--- src/rtl/gpio_port_pkg.sv ---
package gpio_port_pkg;
  localparam int ADDR_W = 4;

  typedef enum logic [ADDR_W-1:0] {
    RA_DIR     = 4'd0,
    RA_LEVEL   = 4'd1,
    RA_HIZ     = 4'd2,
    RA_PULLEN  = 4'd3,
    RA_PULLSEL = 4'd4,
    RA_IDLE    = 4'd5,
    RA_MASK    = 4'd6,
    RA_INSTAT  = 4'd7,
    RA_IRQSTAT = 4'd8
  } reg_addr_e;
endpackage

--- src/rtl/gpio_cfg_regs.sv ---
module gpio_cfg_regs
  import gpio_port_pkg::*;
#(
  parameter int NPINS = 8
) (
  input  logic              clk,
  input  logic              rst,
  input  logic              wr_en,
  input  logic [ADDR_W-1:0] wr_addr,
  input  logic [NPINS-1:0]  wr_data,
  output logic [NPINS-1:0]  dir_q,
  output logic [NPINS-1:0]  level_q,
  output logic [NPINS-1:0]  hiz_q,
  output logic [NPINS-1:0]  pullen_q,
  output logic [NPINS-1:0]  pullsel_q,
  output logic [NPINS-1:0]  idle_q,
  output logic [NPINS-1:0]  mask_q
);
  localparam logic [NPINS-1:0] ALL1 = '1;
  localparam logic [NPINS-1:0] ALL0 = '0;

  reg_addr_e sel;
  assign sel = reg_addr_e'(wr_addr);

  always_ff @(posedge clk) begin
    if (rst) begin
      dir_q     <= ALL1;
      level_q   <= ALL0;
      hiz_q     <= ALL1;
      pullen_q  <= ALL1;
      pullsel_q <= ALL0;
      idle_q    <= ALL0;
      mask_q    <= ALL1;
    end else if (wr_en) begin
      case (sel)
        RA_DIR:     dir_q     <= wr_data;
        RA_LEVEL:   level_q   <= wr_data;
        RA_HIZ:     hiz_q     <= wr_data;
        RA_PULLEN:  pullen_q  <= wr_data;
        RA_PULLSEL: pullsel_q <= wr_data;
        RA_IDLE:    idle_q    <= wr_data;
        RA_MASK:    mask_q    <= wr_data;
        default:    ;
      endcase
    end
  end
endmodule

--- src/rtl/gpio_pin_ctrl.sv ---
module gpio_pin_ctrl #(
  parameter int NPINS = 8
) (
  input  logic             clk,
  input  logic             rst,
  input  logic [NPINS-1:0] dir,
  input  logic [NPINS-1:0] level,
  input  logic [NPINS-1:0] hiz,
  input  logic [NPINS-1:0] pullen,
  input  logic [NPINS-1:0] pullsel,
  output logic [NPINS-1:0] drv_hi,
  output logic [NPINS-1:0] drv_lo,
  output logic [NPINS-1:0] pull_up_en,
  output logic [NPINS-1:0] pull_dn_en,
  output logic [NPINS-1:0] ibuf_en
);
  for (genvar p = 0; p < NPINS; p++) begin : g_pin
    logic drive_ok;
    assign drive_ok = ~dir[p] & ~hiz[p];

    always_ff @(posedge clk) begin
      if (rst) begin
        drv_hi[p]     <= 1'b0;
        drv_lo[p]     <= 1'b0;
        pull_up_en[p] <= 1'b0;
        pull_dn_en[p] <= 1'b1;
        ibuf_en[p]    <= 1'b1;
      end else begin
        drv_hi[p]     <= drive_ok & level[p];
        drv_lo[p]     <= drive_ok & ~level[p];
        pull_up_en[p] <= pullen[p] & pullsel[p];
        pull_dn_en[p] <= pullen[p] & ~pullsel[p];
        ibuf_en[p]    <= dir[p];
      end
    end
  end
endmodule

--- src/rtl/gpio_in_sync.sv ---
module gpio_in_sync #(
  parameter int NPINS  = 8,
  parameter int STAGES = 2
) (
  input  logic             clk,
  input  logic             rst,
  input  logic [NPINS-1:0] d,
  output logic [NPINS-1:0] q
);
  logic [NPINS-1:0] chain [STAGES];

  for (genvar s = 0; s < STAGES; s++) begin : g_stage
    if (s == 0) begin : g_first
      always_ff @(posedge clk) begin
        if (rst) chain[s] <= '0;
        else     chain[s] <= d;
      end
    end else begin : g_next
      always_ff @(posedge clk) begin
        if (rst) chain[s] <= '0;
        else     chain[s] <= chain[s-1];
      end
    end
  end

  assign q = chain[STAGES-1];
endmodule

--- src/rtl/gpio_irq_logic.sv ---
module gpio_irq_logic #(
  parameter int NPINS = 8
) (
  input  logic             clk,
  input  logic             rst,
  input  logic [NPINS-1:0] sync_in,
  input  logic [NPINS-1:0] dir,
  input  logic [NPINS-1:0] idle,
  input  logic [NPINS-1:0] mask,
  input  logic             stat_clr,
  output logic [NPINS-1:0] in_stat,
  output logic [NPINS-1:0] irq_stat,
  output logic             irq_n
);
  logic [NPINS-1:0] mismatch;
  logic [NPINS-1:0] kept;

  assign mismatch = dir & (sync_in ^ idle);
  assign kept     = stat_clr ? '0 : irq_stat;

  always_ff @(posedge clk) begin
    if (rst) begin
      in_stat  <= '0;
      irq_stat <= '0;
      irq_n    <= 1'b1;
    end else begin
      in_stat  <= (in_stat & ~dir) | (sync_in & dir);
      irq_stat <= kept | mismatch;
      irq_n    <= ~|(irq_stat & ~mask);
    end
  end
endmodule

--- src/rtl/gpio_port_ctrl.sv ---
module gpio_port_ctrl
  import gpio_port_pkg::*;
#(
  parameter int NPINS       = 8,
  parameter int SYNC_STAGES = 2
) (
  input  logic              clk,
  input  logic              rst,
  input  logic [ADDR_W-1:0] reg_addr,
  input  logic              reg_wr,
  input  logic [NPINS-1:0]  reg_wdata,
  input  logic              reg_rd,
  output logic [NPINS-1:0]  rd_data,
  input  logic [NPINS-1:0]  pin_in,
  output logic [NPINS-1:0]  drv_hi,
  output logic [NPINS-1:0]  drv_lo,
  output logic [NPINS-1:0]  pull_up_en,
  output logic [NPINS-1:0]  pull_dn_en,
  output logic [NPINS-1:0]  ibuf_en,
  output logic              irq_n
);
  logic [NPINS-1:0] dir_q, level_q, hiz_q, pullen_q, pullsel_q, idle_q, mask_q;
  logic [NPINS-1:0] pin_sync, in_stat, irq_stat;
  logic             stat_clr;
  reg_addr_e        rsel;

  assign rsel     = reg_addr_e'(reg_addr);
  assign stat_clr = reg_rd && (rsel == RA_IRQSTAT);

  gpio_cfg_regs #(.NPINS(NPINS)) u_cfg (
    .clk(clk), .rst(rst), .wr_en(reg_wr), .wr_addr(reg_addr), .wr_data(reg_wdata),
    .dir_q(dir_q), .level_q(level_q), .hiz_q(hiz_q), .pullen_q(pullen_q),
    .pullsel_q(pullsel_q), .idle_q(idle_q), .mask_q(mask_q)
  );

  gpio_pin_ctrl #(.NPINS(NPINS)) u_pins (
    .clk(clk), .rst(rst), .dir(dir_q), .level(level_q), .hiz(hiz_q),
    .pullen(pullen_q), .pullsel(pullsel_q), .drv_hi(drv_hi), .drv_lo(drv_lo),
    .pull_up_en(pull_up_en), .pull_dn_en(pull_dn_en), .ibuf_en(ibuf_en)
  );

  gpio_in_sync #(.NPINS(NPINS), .STAGES(SYNC_STAGES)) u_sync (
    .clk(clk), .rst(rst), .d(pin_in), .q(pin_sync)
  );

  gpio_irq_logic #(.NPINS(NPINS)) u_irq (
    .clk(clk), .rst(rst), .sync_in(pin_sync), .dir(dir_q), .idle(idle_q),
    .mask(mask_q), .stat_clr(stat_clr), .in_stat(in_stat), .irq_stat(irq_stat),
    .irq_n(irq_n)
  );

  always_ff @(posedge clk) begin
    if (rst) begin
      rd_data <= '0;
    end else if (reg_rd) begin
      case (rsel)
        RA_DIR:     rd_data <= dir_q;
        RA_LEVEL:   rd_data <= level_q;
        RA_HIZ:     rd_data <= hiz_q;
        RA_PULLEN:  rd_data <= pullen_q;
        RA_PULLSEL: rd_data <= pullsel_q;
        RA_IDLE:    rd_data <= idle_q;
        RA_MASK:    rd_data <= mask_q;
        RA_INSTAT:  rd_data <= in_stat;
        RA_IRQSTAT: rd_data <= irq_stat;
        default:    rd_data <= '0;
      endcase
    end
  end
endmodule

--- config.mk ---
export PLATFORM = sky130hd
export DESIGN_NAME = gpio_port_ctrl
export DESIGN_NICKNAME = d
export VERILOG_FILES = /design/src/rtl/gpio_port_pkg.sv /design/src/rtl/gpio_cfg_regs.sv /design/src/rtl/gpio_pin_ctrl.sv /design/src/rtl/gpio_in_sync.sv /design/src/rtl/gpio_irq_logic.sv /design/src/rtl/gpio_port_ctrl.sv
export SDC_FILE = /design/constraint.sdc
export NUM_CORES = 1
export LEC_CHECK = 0
export ABC_AREA = 1
export BUFFER_PORTS_ARGS = -buffer_cell sky130_fd_sc_hd__buf_2
export CORE_UTILIZATION = 52
export DETAILED_ROUTE_END_ITERATION = 8
export PLACE_DENSITY = 0.72
export SYNTH_ARGS = -nofsm -noshare
export SYNTH_HDL_FRONTEND = slang
export SYNTH_HIERARCHICAL = 1
export SYNTH_SLANG_ARGS = --single-unit
--- constraint.sdc ---
create_clock -name clk -period 1.06 [get_ports clk]
set_input_delay 0.106 -clock clk [delete_from_list [all_inputs] [get_ports clk]]
set_output_delay 0.106 -clock clk [all_outputs]
set_load 0.02 [all_outputs]
; ---- After elaboration in Yosys (flattened, before gate mapping)
; Memories as Yosys holds them, arrays and structs flattened.
; Cells that the tools add are included.
[totals]
inputBits = 24
latchBits = 0
output_inout_bits = 49
elab_cells = 161
memories = 1
rom_bits = 0
ram_bits = 16
ff_bits = 121
[op_classes]
order_cmp = 0
n_reduce_logical = 11
eq_ne = 8
div = 0
muxes = 7
bitwise_logic = 83
n_addsub = 0
n_shift = 0
n_mul = 0
[mem_list]
columns = name, depth, width, read_ports, rd_ports_with_merged_regs, write_ports, line_no
row1 = u_sync.chain, 2, 8, 2, 0, 2, gpio_in_sync.sv:10  ; logic [NPINS-1:0] chain [STAGES];
[op_table]
columns = op, n
row1 = $pmux W8 S9, 1
row2 = $and A1 B1 Y1, 40
row3 = $and A8 B8 Y8, 4
row4 = $not A1 Y1, 32
row5 = $mux W8, 3
row6 = $eq A4 B3 Y1 const B, 4
row7 = $not A8 Y8, 2
row8 = $or A8 B8 Y8, 2
row9 = $reduce_and A2 Y1, 7
row10 = $eq A4 B2 Y1 const B, 2
row11 = $reduce_or A8 Y1, 1
row12 = $xor A8 B8 Y8, 1
row13 = $eq A4 B1 Y1 const B, 1
row14 = $eq A4 B4 Y1 const B, 1
row15 = $logic_not A4 Y1, 1
row16 = $mux W1, 3
row17 = $or A1 B1 Y1, 2
row18 = $logic_and A1 B1 Y1, 1
row19 = $logic_not A1 Y1, 1

; ---- Longest topological paths before layout
; Gate-level depths: netlist of run 1.
[depth]
depth_word = 4
mapped_depth = 9

; ---- Cells and area by module
; The synthesis of run 1 kept the hierarchy.
[by_module_without_submodules]
columns = module, cells_per_inst, seq_area_each_um2, area_each_um2, n_inst
row1 = gpio_cfg_regs, 293, 1121.1, 2209.6, 1
row2 = gpio_pin_ctrl, 139, 800.8, 1233.7, 1
row3 = gpio_port_ctrl, 186, 160.2, 1028.5, 1
row4 = gpio_irq_logic, 116, 340.3, 827.0, 1
row5 = gpio_in_sync, 50, 320.3, 474.2, 1

; ---- Worst setup path after synthesis of run 1
; Ideal clock, no wire load.
[synth_path]
kind = input port to flip-flop
startpoint = in reg_rd
endpoint = reg u_irq.irq_stat[6]
slack_ns = 0.061
setup_time_ns = 0.116
required_ns = 0.944
cell_stages = 6
t_arrival_ns = 0.883
path_cell_list = buf_2 clkinv_1 nor3_1 inv_1 nand2_1 a21oi_1
[synth_via]
elab_chain_len = 3
[synth_rtl]
columns = item, line_no
row1 = start: declaration, gpio_port_ctrl.sv:12  ; input logic reg_rd,
row2 = $logic_and A1 B1 Y1, gpio_port_ctrl.sv:28  ; assign stat_clr = reg_rd && (rsel == RA_IRQSTAT);
row3 = via stat_clr, gpio_port_ctrl.sv:24  ; logic stat_clr;
row4 = $mux W8, gpio_irq_logic.sv:19  ; assign kept = stat_clr ? '0 : irq_stat;
row5 = $or A8 B8 Y8, gpio_irq_logic.sv:28  ; irq_stat <= kept | mismatch;
row6 = end signal: assignment, gpio_irq_logic.sv:28
row7 = end: declaration, gpio_irq_logic.sv:12  ; output logic [NPINS-1:0] irq_stat,
; The timed path passes the listed nets, and every way through them passes these cells.
; A chain may end at the register's enable or synchronous reset.

; ---- Worst setup path in the final report of run 1
[layout_path]
startpoint = reg rd_data[0]
endpoint = out rd_data[0]
[layout_lines]
columns = item, line_no
row1 = start: declaration, gpio_port_ctrl.sv:13  ; output logic [NPINS-1:0] rd_data,
row2 = start signal: assignment, gpio_port_ctrl.sv:57  ; RA_DIR: rd_data <= dir_q;
row3 = start signal: assignment, gpio_port_ctrl.sv:58  ; RA_LEVEL: rd_data <= level_q;
row4 = start signal: assignment, gpio_port_ctrl.sv:59  ; RA_HIZ: rd_data <= hiz_q;
; No word-level cell between the ends.

==> flow_metrics.tcl, run 1 <==
set metrics [dict create \
    violations "negative setup slack" \
    area_delta_synth_final_pct 35.7 \
    fin_crit_ps 1130 \
    hp-class "input pin to register" \
    vias 5632 \
    min_from "reg_wr" \
    worst_ir_drop_vdd_mv 1.23 \
    p_int_mw 8.88 \
    via_per_inst 5.20 \
    core_area_um2 10800 \
    cp_max_fo 2 \
    powerDensity_nw_per_um2 1520 \
    final_common_cell "nand2_1" \
    worst_slew_pin_slew_ps 341 \
    final_cell_mix "206 x nand2_1, 129 x nand3_1, 101 x nor2_1" \
    swShare_pct 25.3 \
    utilization_pct 72.3 \
    slew_violations 0 \
    p_clk_share_pct 44.7 \
    grt_pass1_wl_mm 27.0 \
    cp-end-kind "output pin" \
    seq_area_frac_synth_pct 47.5 \
    initial_utilization_pct 53.3 \
    ys.flop_type "dfxtp_1" \
    wire_per_inst_um 16.0 \
    grt.total_usage_pct 31.5 \
    p_total_mw 11.9 \
    gr-total-overflow 0 \
    grt_antenna_before_repair 0 \
    pre_cts_slack_ps -234 \
    max_freq_mhz 883 \
    drt_pass1_iterations 5 \
    cpPeakStageDelay_ps 360 \
    yosysWarnings 6 \
    diodes 0 \
    h-tree-depth 4 \
    cts_made_buffers 17 \
    power_frac_seq_pct 45.6 \
    num_rows 38 \
    drive_gt1_share_pct 30.1 \
    cp-start-kind "register" \
    cts_buffer_depth 2 \
    crit_slowest_cell "dfxtp_2" \
    yosysUniqueCellTypes 28 \
    largest_reg_flops 16 \
    crit_start "rd_data[0]" \
    min_period_over_period_pct 107 \
    grt_pass1_vias 5113 \
    critPathBufInv 1 \
    leakagePower_nw 3.81 \
    grt_start_max_net_pins 57 \
    hold_viol 0 \
    root_buffer "clkbuf_8" \
    clock_latency_ps 540 \
    die_h_um 107 \
    synthArstFlopShare_pct 0 \
    max_slew_margin_pct 77.2 \
    syn_area_per_cell_um2 7.36 \
    detail-route-antenna-nets 0 \
    critPathTopFamily "flip-flops" \
    cts_tree "done" \
    nNetsFinal 954 \
    skew_ps 9.09 \
    synth_seq_cells 137 \
    setup_slack_ps -72.0 \
    die_x_um 107 \
    synthCells 784 \
    path_cells "buf_6" \
    place_hpwl_mm 12.5 \
    status "finished with violations" \
    synth_nets 808 \
    setup_violations 49 \
    switching_power_mw 3.01 \
    syn_area_um2 5770 \
    die_area_um2 11500 \
    setup.worst_path.class "register to output pin" \
    top_register "u_sync/chain" \
    drv_cap 0 \
    clk_pin_slew_worst_paths_ps 60 \
    clock_sinks 137 \
    drc 0 \
    drt-total-wl_mm 17.3 \
    drt_iter0_markers 475 \
    crit_arrival_ps 1030 \
    rsz0062_at_grt "yes" \
    gp_congestion 0.948 \
    share_comb_of_total_power_pct 9.6 \
    place.port_buffers 72 \
    reg2reg_from "u_cfg/pullen_q[7]" \
    num_io_pins 73 \
    synth_edf_count 0 \
    required_ps 950 \
]
-- kinds of logic after synthesis --
family,after synthesis,share of synthesized area (%)
buffers and inverters,125,10.3
AO/OA/AOI/OAI,40,4.96
AND/OR/NAND/NOR,482,37.3
flip-flops,137,47.5
-- power by group through the flow --
stage / Clock (mW) / Sequential [mW] / Combinational (mW)
finish: 5.32 / 5.43 / 1.14
global route: 5.59 / 5.43 / 1.24
CTS: 5.36 / 5.42 / 1.12
detailed placement: 0 / 5.52 / 1.02
global placement: 0 / 5.52 / 1.00
floorplan: 0 / 5.52 / 0.568
-- per-layer routing --
metal / vias up / GRT usage (%) / part of all wire, %
met2: 275 / 51.8 / 47
met4: 0 / 11.0 / 2.1
met5: - / 0 / 0
li1: 2757 / - / -
met1: 2571 / 40.9 / 44
met3: 29 / 6.84 / 7.0
-- cells in the mapped netlist (9+ instances only) --
cell	number	area [um2]
nand4_1	16	100
inv_1	86	323
nor2_2	9	56.3
nand3_1	129	646
nor2_1	103	387
a21oi_2	15	131
nand2_1	207	777
a21oi_1	9	45.0
nor2_4	9	101
dfxtp_1	137	2740
buf_2	11	55.1
-- final timing paths --
path	endpoint	slack (ps)	depth (start not counted)
worst min-delay path	u_cfg/pullsel_q[2]	100	5
worst min register to register	u_sync/chain[1][7]	400	2
worst max-delay path	rd_data[0]	-70	1
worst max register to register	rd_data[7]	50	6
-- through the flow --
stage | setup TNS, ps | area (um2) | hold WS, ps | std cells
floorplan | 0 | 5770 | 213 | 784
global route | -2320 | 7830 | 96.4 | 1083
CTS | -1860 | 7790 | 79.7 | 1081
finish | -995 | 7830 | 96.5 | 1083
global placement | -9050 | 6710 | 304 | 1029
detailed placement | -10390 | 6710 | 312 | 1029
-- final cells by class --
type | instances | area (um2)
sequential | 137 | 2810
tap | 140 | 175
fill | 844 | 3010
clock inverter | 12 | 103
inverter | 96 | 375
timing repair buffer | 156 | 1490
multi-input combinational | 522 | 2450
clock buffer | 20 | 425
-- timing repair --
action / in CTS / in global routing
buffers inserted: 2 / 2
endpoints found under the setup margin: 49 / 61
gates resized for setup: 145 / 14
hold buffers: 18 / 0
hold endpoints to repair: 58 / 0
Note: power is estimated with default switching activity, not from simulation.
==> inputs of run 2 (changes only) <==
- CAP_MARGIN: not set -> 10
- CORE_UTILIZATION: 52 -> 55
- clock period: 1.06 -> 1.4 ns (I/O delays scaled with it)
==> flow_metrics.tcl, run 2 (synthesized netlist as in run 1, its figures left out) <==
set metrics [dict create \
    status "completed" \
    place_hpwl_mm 11.8 \
    num_io_pins 73 \
    diodes 0 \
    core_area_um2 10200 \
    wire_per_inst_um 16.1 \
    area_delta_synth_final_pct 24.6 \
    leakagePower_nw 3.54 \
    max_slew_margin_pct 73.5 \
    crit_arrival_ps 1720 \
    clock_sinks 137 \
    gr-total-overflow 0 \
    grt.total_usage_pct 32.0 \
    vias 5485 \
    via_per_inst 5.29 \
    register_area_um2 2740 \
    fin_crit_ps 1300 \
    grt_start_max_net_pins 57 \
    clock_latency_ps 530 \
    hp-class "input pin to register" \
    final_common_cell "nand2_1" \
    rsz0062_at_grt "no" \
    top_register "u_sync/chain" \
    pre_cts_slack_ps -2.88 \
    die_h_um 104 \
    cp-start-kind "input pin" \
    max_freq_mhz 767 \
    drive_gt1_share_pct 20.5 \
    worst_ir_drop_vdd_mv 1.45 \
    grt_antenna_before_repair 0 \
    crit_slowest_cell "dlygate4sd3_1" \
    h-tree-depth 4 \
    p_total_mw 9.65 \
    fillers 848 \
    multi_input_area_um2 2450 \
    cp_max_fo 16 \
    clk_pin_slew_worst_paths_ps 60 \
    place.port_buffers 72 \
    gp_congestion 0.910 \
    drt-total-wl_mm 16.7 \
    largest_reg_flops 16 \
    cpPeakStageDelay_ps 540 \
    drt_pass1_iterations 5 \
    powerDensity_nw_per_um2 1340 \
    num_rows 37 \
    skew_ps 6.77 \
    final_cell_mix "206 x nand2_1, 137 x dfxtp_1, 128 x nand3_1" \
    setup_slack_ps 96.9 \
    grt_pass1_wl_mm 26.4 \
    min_period_over_period_pct 93.1 \
    initial_utilization_pct 56.4 \
    drv_cap 0 \
    slew_violations 0 \
    required_ps 1810 \
    detail-route-antenna-nets 0 \
    cts_buffer_depth 2 \
    setup-tns-final_ps 0 \
    path_cells "dlygate4sd3_1 > buf_4 > buf_4 > nor2_4 > buf_12 > nand3_1 > nand2_1 > nor2_1 > nand3_1 > nand2_1 > a21oi_2" \
    cp-end-kind "register" \
    die_area_um2 10900 \
    setup.worst_path.class "input pin to register" \
    drc 0 \
    hold_viol 0 \
    die_x_um 104 \
    cts_tree "done" \
    root_buffer "clkbuf_8" \
    drt_iter0_markers 369 \
    nNetsFinal 912 \
    worst_slew_pin_slew_ps 397 \
    grt_pass1_vias 5163 \
    setup_violations 0 \
    cts_made_buffers 17 \
]
==> run 2: worst max-delay path: cells and delay by family <==
| family | cells | cell delay [ps] |
|---|---|---|
| buffers and inverters | 4 | 1000 |
| AND/OR/NAND/NOR | 6 | 540 |
| AO/OA/AOI/OAI | 1 | 50 |
==> run 2: area by class of cell <==
cell class	instances	share of cell area [%]
Sequential cell	137	38.1
Multi-Input combinational cell	522	34.1
Timing Repair Buffer	114	11.4
Clock buffer	20	6.05
Inverter	96	5.22
Clock inverter	12	2.75
Tap cell	136	2.37
==> run 2: worst paths after layout <==
check	from	end	slack, ps	cells past startpoint
max	reg_addr[0]	rd_data[1]	100	11
max reg2reg	u_cfg/pullen_q[2]	rd_data[2]	330	6
min	rst	rd_data[4]	40	3
min reg2reg	u_sync/chain[0][0]	u_sync/chain[1][0]	410	2
==> run 2: where the power goes <==
group          total (mW)  leakage (nW)  internal, mW  switching [mW]
Clock                4.78         0.305          3.11            1.66
Sequential           4.10          1.11          4.01          0.0923
Combinational       0.770          2.12         0.278           0.492
==> run 2: metrics by stage <==
stage	util, %	hold slack, ps	area (um2)	std cells
6_report	70.3	37.6	7190	1037
5_1_grt	70.3	38.7	7190	1037
4_1_cts	70.0	17.2	7160	1036
3_5_place_dp	62.1	345	6350	987
3_3_place_gp	62.1	338	6350	987
2_1_floorplan	-	247	5770	784
==> run 2: layer usage <==
layer	track usage, %	vias up	share of wire, %
met5	0	-	0
met4	17.0	0	3.7
met3	8.15	41	7.5
met2	50.2	240	46
met1	40.4	2528	43
li1	-	2676	-
==> run 2: what timing repair did <==
| item | in CTS | in global routing |
|---|---|---|
| endpoints found under the setup margin | 0 | 15 |
| buffers inserted | 0 | 1 |
| gates resized for setup | 0 | 5 |
| hold buffers | 17 | 0 |
| hold endpoints to repair | 40 | 0 |
